--- config.mk ---
export PLATFORM = sky130hd
export DESIGN_NAME = flash_erase_guard
export DESIGN_NICKNAME = d
export VERILOG_FILES = /design/src/rtl/efs_pkg.sv /design/src/rtl/efs_cmd_issue.sv /design/src/rtl/efs_wrap_shadow.sv /design/src/rtl/flash_erase_guard.sv
export SDC_FILE = /design/constraint.sdc
export NUM_CORES = 1
export LEC_CHECK = 0
export BUFFER_PORTS_ARGS = -buffer_cell sky130_fd_sc_hd__buf_2
export CORE_AREA = 5 5 64 88
export CTS_BUF_LIST = sky130_fd_sc_hd__clkbuf_4 sky130_fd_sc_hd__clkbuf_8 sky130_fd_sc_hd__clkbuf_16
export CTS_CLUSTER_SIZE = 10
export DETAILED_ROUTE_END_ITERATION = 8
export DIE_AREA = 0 0 69 93
export PLACE_DENSITY = 0.67
export SETUP_SLACK_MARGIN = 0.1
export SYNTH_ARGS = -nofsm -noshare
export SYNTH_HDL_FRONTEND = slang
export SYNTH_HIERARCHICAL = 1
export SYNTH_SLANG_ARGS = --single-unit
--- constraint.sdc ---
create_clock -name clk -period 2.4 [get_ports clk]
set_input_delay 0.72 -clock clk [delete_from_list [all_inputs] [get_ports clk]]
set_output_delay 0.72 -clock clk [all_outputs]
set_load 0.1 [all_outputs]
--- src/rtl/efs_pkg.sv ---
package efs_pkg;
    typedef enum logic [2:0] {
        ST_IDLE,
        ST_CLEAR_WRAP,
        ST_ERASE,
        ST_RESTORE_WRAP,
        ST_READ,
        ST_DONE
    } efs_state_e;

    localparam logic [7:0] OPC_VOL_SET    = 8'hC0;
    localparam logic [7:0] OPC_ERASE_MAIN = 8'hD8;
    localparam logic [7:0] OPC_ERASE_INFO = 8'h64;
    localparam logic [7:0] OPC_WRAP_READ  = 8'h0B;
    localparam int         WRAP_BIT       = 2;
    localparam int         BURST_W        = 2;
endpackage

--- src/rtl/efs_cmd_issue.sv ---
// Start/acknowledge tracker: one start per command state, completion honoured only afterwards.
module efs_cmd_issue (
    input  logic clk,
    input  logic rst_n,
    input  logic cmd_state,
    input  logic cmd_complete,
    output logic cmd_start,
    output logic cmd_ack
);
    logic issued_q;

    assign cmd_start = cmd_state && !issued_q;
    assign cmd_ack   = issued_q && cmd_complete;

    always_ff @(posedge clk or negedge rst_n) begin
        if (!rst_n) begin
            issued_q <= 1'b0;
        end else if (cmd_ack) begin
            issued_q <= 1'b0;
        end else if (cmd_start) begin
            issued_q <= 1'b1;
        end
    end
endmodule

--- src/rtl/efs_wrap_shadow.sv ---
// Believed state of the device's volatile wrap bit; unknown after reset.
module efs_wrap_shadow (
    input  logic clk,
    input  logic rst_n,
    input  logic set_ack,
    input  logic set_val,
    output logic need_clear,
    output logic need_set
);
    logic known_q;
    logic wrap_q;

    always_ff @(posedge clk or negedge rst_n) begin
        if (!rst_n) begin
            known_q <= 1'b0;
            wrap_q  <= 1'b0;
        end else if (set_ack) begin
            known_q <= 1'b1;
            wrap_q  <= set_val;
        end
    end

    assign need_clear = !known_q || wrap_q;
    assign need_set   = !known_q || !wrap_q;
endmodule

--- src/rtl/flash_erase_guard.sv ---
module flash_erase_guard
    import efs_pkg::*;
#(
    parameter int ADDR_W = 24
) (
    input  logic              clk,
    input  logic              rst_n,
    input  logic              req_valid,
    output logic              req_ready,
    input  logic [1:0]        req_op,
    input  logic [ADDR_W-1:0] req_addr,
    input  logic              cfg_eager_restore,
    input  logic [BURST_W-1:0] cfg_burst_len,
    output logic              rsp_done,
    output logic              rsp_error,
    output logic              cmd_start,
    output logic [7:0]        cmd_opcode,
    output logic [7:0]        cmd_data,
    output logic [ADDR_W-1:0] cmd_addr,
    input  logic              cmd_complete,
    input  logic              cmd_erase_err
);
    efs_state_e        state_q, state_d;
    logic              op_read_q, op_info_q, err_q;
    logic [ADDR_W-1:0] addr_q;
    logic              accept, in_cmd, cmd_ack;
    logic              set_ack, set_val;
    logic              need_clear, need_set;

    assign accept  = req_valid && (state_q == ST_IDLE);
    assign in_cmd  = (state_q == ST_CLEAR_WRAP) || (state_q == ST_ERASE) ||
                     (state_q == ST_RESTORE_WRAP) || (state_q == ST_READ);
    assign set_ack = cmd_ack && ((state_q == ST_CLEAR_WRAP) || (state_q == ST_RESTORE_WRAP));
    assign set_val = (state_q == ST_RESTORE_WRAP);

    efs_cmd_issue u_issue (
        .clk          (clk),
        .rst_n        (rst_n),
        .cmd_state    (in_cmd),
        .cmd_complete (cmd_complete),
        .cmd_start    (cmd_start),
        .cmd_ack      (cmd_ack)
    );

    efs_wrap_shadow u_shadow (
        .clk        (clk),
        .rst_n      (rst_n),
        .set_ack    (set_ack),
        .set_val    (set_val),
        .need_clear (need_clear),
        .need_set   (need_set)
    );

    // State register
    always_ff @(posedge clk or negedge rst_n) begin
        if (!rst_n) state_q <= ST_IDLE;
        else        state_q <= state_d;
    end

    // Request latch and error capture
    always_ff @(posedge clk or negedge rst_n) begin
        if (!rst_n) begin
            op_read_q <= 1'b0;
            op_info_q <= 1'b0;
            err_q     <= 1'b0;
            addr_q    <= '0;
        end else if (accept) begin
            op_read_q <= req_op[1];
            op_info_q <= req_op[0];
            err_q     <= 1'b0;
            addr_q    <= req_addr;
        end else if (cmd_ack && state_q == ST_ERASE && cmd_erase_err) begin
            err_q <= 1'b1;
        end
    end

    // Next-state logic
    always_comb begin
        state_d = state_q;
        unique case (state_q)
            ST_IDLE: begin
                if (accept) begin
                    if (req_op[1]) state_d = need_set   ? ST_RESTORE_WRAP : ST_READ;
                    else           state_d = need_clear ? ST_CLEAR_WRAP   : ST_ERASE;
                end
            end
            ST_CLEAR_WRAP: if (cmd_ack) state_d = ST_ERASE;
            ST_ERASE: begin
                if (cmd_ack) begin
                    state_d = (cfg_eager_restore || cmd_erase_err) ? ST_RESTORE_WRAP : ST_DONE;
                end
            end
            ST_RESTORE_WRAP: if (cmd_ack) state_d = op_read_q ? ST_READ : ST_DONE;
            ST_READ:         if (cmd_ack) state_d = ST_DONE;
            ST_DONE:         state_d = ST_IDLE;
            default:         state_d = ST_IDLE;
        endcase
    end

    // Outputs
    always_comb begin
        req_ready  = (state_q == ST_IDLE);
        rsp_done   = (state_q == ST_DONE);
        rsp_error  = (state_q == ST_DONE) && err_q;
        cmd_opcode = 8'h00;
        cmd_data   = 8'h00;
        cmd_addr   = '0;
        unique case (state_q)
            ST_CLEAR_WRAP, ST_RESTORE_WRAP: begin
                cmd_opcode                 = OPC_VOL_SET;
                cmd_data[BURST_W-1:0]      = cfg_burst_len;
                cmd_data[WRAP_BIT]         = (state_q == ST_RESTORE_WRAP);
            end
            ST_ERASE: begin
                cmd_opcode = op_info_q ? OPC_ERASE_INFO : OPC_ERASE_MAIN;
                cmd_addr   = addr_q;
            end
            ST_READ: begin
                cmd_opcode = OPC_WRAP_READ;
                cmd_addr   = addr_q;
            end
            default: ;
        endcase
    end
endmodule

==> qor.yml <==
yosys:
  yosys_warnings: 6
  synth_seq_cells: 33
  syn_inst: 155
  synth_cell_types: 34
  syn_avg_cell_area_sq_um: 11.8
  synth-seq-area-share: 0.453
  synth.cell_area_sq_mm: 0.00182
  yosysTopAreaCell: "dfrtp_1"
  synthTopCellsByArea: "dfrtp_1 45%, mux2_4 16%, and2_1 9.6%"
  yosysTopAreaCellShare: 0.453
grt:
  grtUsageTotal: 0.145
  antenna_found_initial: 0
  grt_pass1_wl_um: 7490
  grt_max_degree: 34
  grt_pass1_vias: 1504
  grt-ovfl-total: 0
floorplanning:
  ios: 78
  die_w_um: 69
  initial_core_util: 0.379
  die_h_um: 93
  die_area_sq_mm: 0.00642
  rows: 30
  coreArea_sq_mm: 0.00480
critical_path:
  critPathBufInv: 2
  path_max_fanout: 14
  worst_path_max_delay_cell: "dfrtp_1"
  ff2ff_path_depth: 4
  worstSetupEndpointType: "output port"
  ff2ff_setup_slack_ns: 0.39
  crit_path_start_kind: "register"
  critPathRequiredTime_ns: 1.68
  r2r_start: "state_q[0]"
  arrival_ns: 1.57
  slowest_delay_ns: 0.43
  path_cells: "nand2b_4 -> a21oi_4 -> buf_8 -> and2_2 -> buf_12"
  cpLargestDelayFamily: "flip-flops"
  reg2reg_to: "addr_q[17]"
  worstSetupPathType: "register to output port"
sta:
  slew_viol_final: 0
  finalSetupViolations: 0
  rsz0062_at_grt: "yes"
  skew_ns: 0.00267
  slew_headroom: 0.523
  fmax_mhz: 436
  fin_crit_sh: 0.955
  post-route-min-period_ns: 2.29
  worst_pin_slew_ns: 0.715
  finalHoldViolations: 0
layout:
  diodes: 0
  final_cells: 294
  layout_commonest_cell: "buf_12"
  final_util: 0.634
  fillCellCount: 386
  area_growth_pct: 67.1
  mostFrequentLayoutCells: "39 x buf_12, 33 x buf_2, 32 x dfrtp_1, 23 x and2_4, 19 x mux2_4"
  multiInputGateArea_sq_um: 992
  seq_area_sq_um: 827
  layout-drive-gt1-share: 0.683
  nNetsFinal: 263
run_status:
  status: "completed"
placed_design:
  hpwlAfterDp_um: 3370
  io_buffers: 72
  place_congestion: 0.814
  dp.cells: 284
routing:
  drt-pass1-iter-count: 4
  routed_wl_um: 4350
  drt-vias-per-instance: 4.67
  vias: 1373
  drc_errors: 0
  wl_per_cell_um: 14.8
  detail-route-antenna-nets: 0
  drt_iter0_drc: 37
clock_network:
  htree_levels: 2
  clkSinkCount: 33
  cts_max_path_buffers: 2
  cts_root_buffer: "clkbuf_8"
  clk_latency_ns: 0.28
  cts_inserted_buffers: 5
  hold_buffers: 0
  cts_tree: "done"
  cts.reportedPaths.clkPinSlew_ns: 0.07
job:
  maxCapViolations: 0
min_path:
  min_path_type: "input pin to async pin"
-- what timing repair did --
action / in CTS / in global routing
buffers inserted: 2 / 0
setup endpoints to repair: 25 / 28
gates resized for setup: 5 / 3
pin swaps: 0 / 0
-- per-layer routing --
metal / share of wire / global-route usage / routed length [um]
met3: 0.062 / 0.0484 / 271
met5: 0 / 0 / 0
met1: 0.38 / 0.164 / 1660
met2: 0.54 / 0.256 / 2350
met4: 0.016 / 0.0456 / 68
-- state kept, by name, indices dropped and copies added, names as in the netlist --
name              cells
addr_q               24
err_q                 1
op_info_q             1
op_read_q             1
state_q               3
u_issue/issued_q      1
u_shadow/known_q      1
u_shadow/wrap_q       1
-- final cells by class --
cell class / count / share of cell area
multi-input combinational: 107 / 0.326
tap: 64 / 0.0263
inverter: 2 / 0.00247
timing repair buffer: 80 / 0.334
clock buffer: 7 / 0.0296
sequential: 33 / 0.272
clock inverter: 1 / 0.00986
-- cell usage after synthesis, drive strengths merged --
master / count
inv: 2
conb: 1
mux2i: 2
xnor2: 1
nor2: 12
nand2: 4
dfrtp: 33
clkbuf: 1
mux2: 26
a2bb2oi: 1
and2b: 1
nand3: 1
and2: 30
nand2b: 5
o22ai: 1
a221o: 1
buf: 16
or2: 1
a21oi: 3
and3b: 1
or3: 1
o21a: 2
o21ai: 4
a311oi: 1
nor3: 4
-- metrics by stage --
step	cell area [sq um]	hold slack (ns)	TNS, ns	worst slack (ns)
finish	3040	0.492	0	0.107
global route	3040	0.527	0	0.0436
global placement	2870	0.483	0	0.368
detailed placement	2870	0.488	0	0.348
floorplan	1990	0.424	-0.182	-0.150
CTS	3030	0.510	0	0.0915
-- worst max-delay path by stage --
| stage | startpoint | to | depth (start not counted) |
|---|---|---|---|
| 6_report | state_q[1] | cmd_addr[0] | 5 |
| 5_1_grt | state_q[2] | cmd_addr[0] | 5 |
| 4_1_cts | state_q[1] | cmd_start | 5 |
| 2_1_floorplan | state_q[2] | cmd_opcode[5] | 5 |
| 3_5_place_dp | state_q[1] | cmd_start | 5 |
| 3_3_place_gp | state_q[1] | cmd_start | 5 |
-- cells by family after synthesis --
family / Yosys count / share of synthesized area
simple gates: 60 / 0.194
buf+inv: 19 / 0.0872
other cells: 1 / 0.00206
compound gates: 13 / 0.0481
flops: 33 / 0.453
xor+xnor: 1 / 0.00481
mux: 28 / 0.211
Power is not shown: default switching activity piles up to over one toggle a cycle in this logic, so the estimate is an artifact.
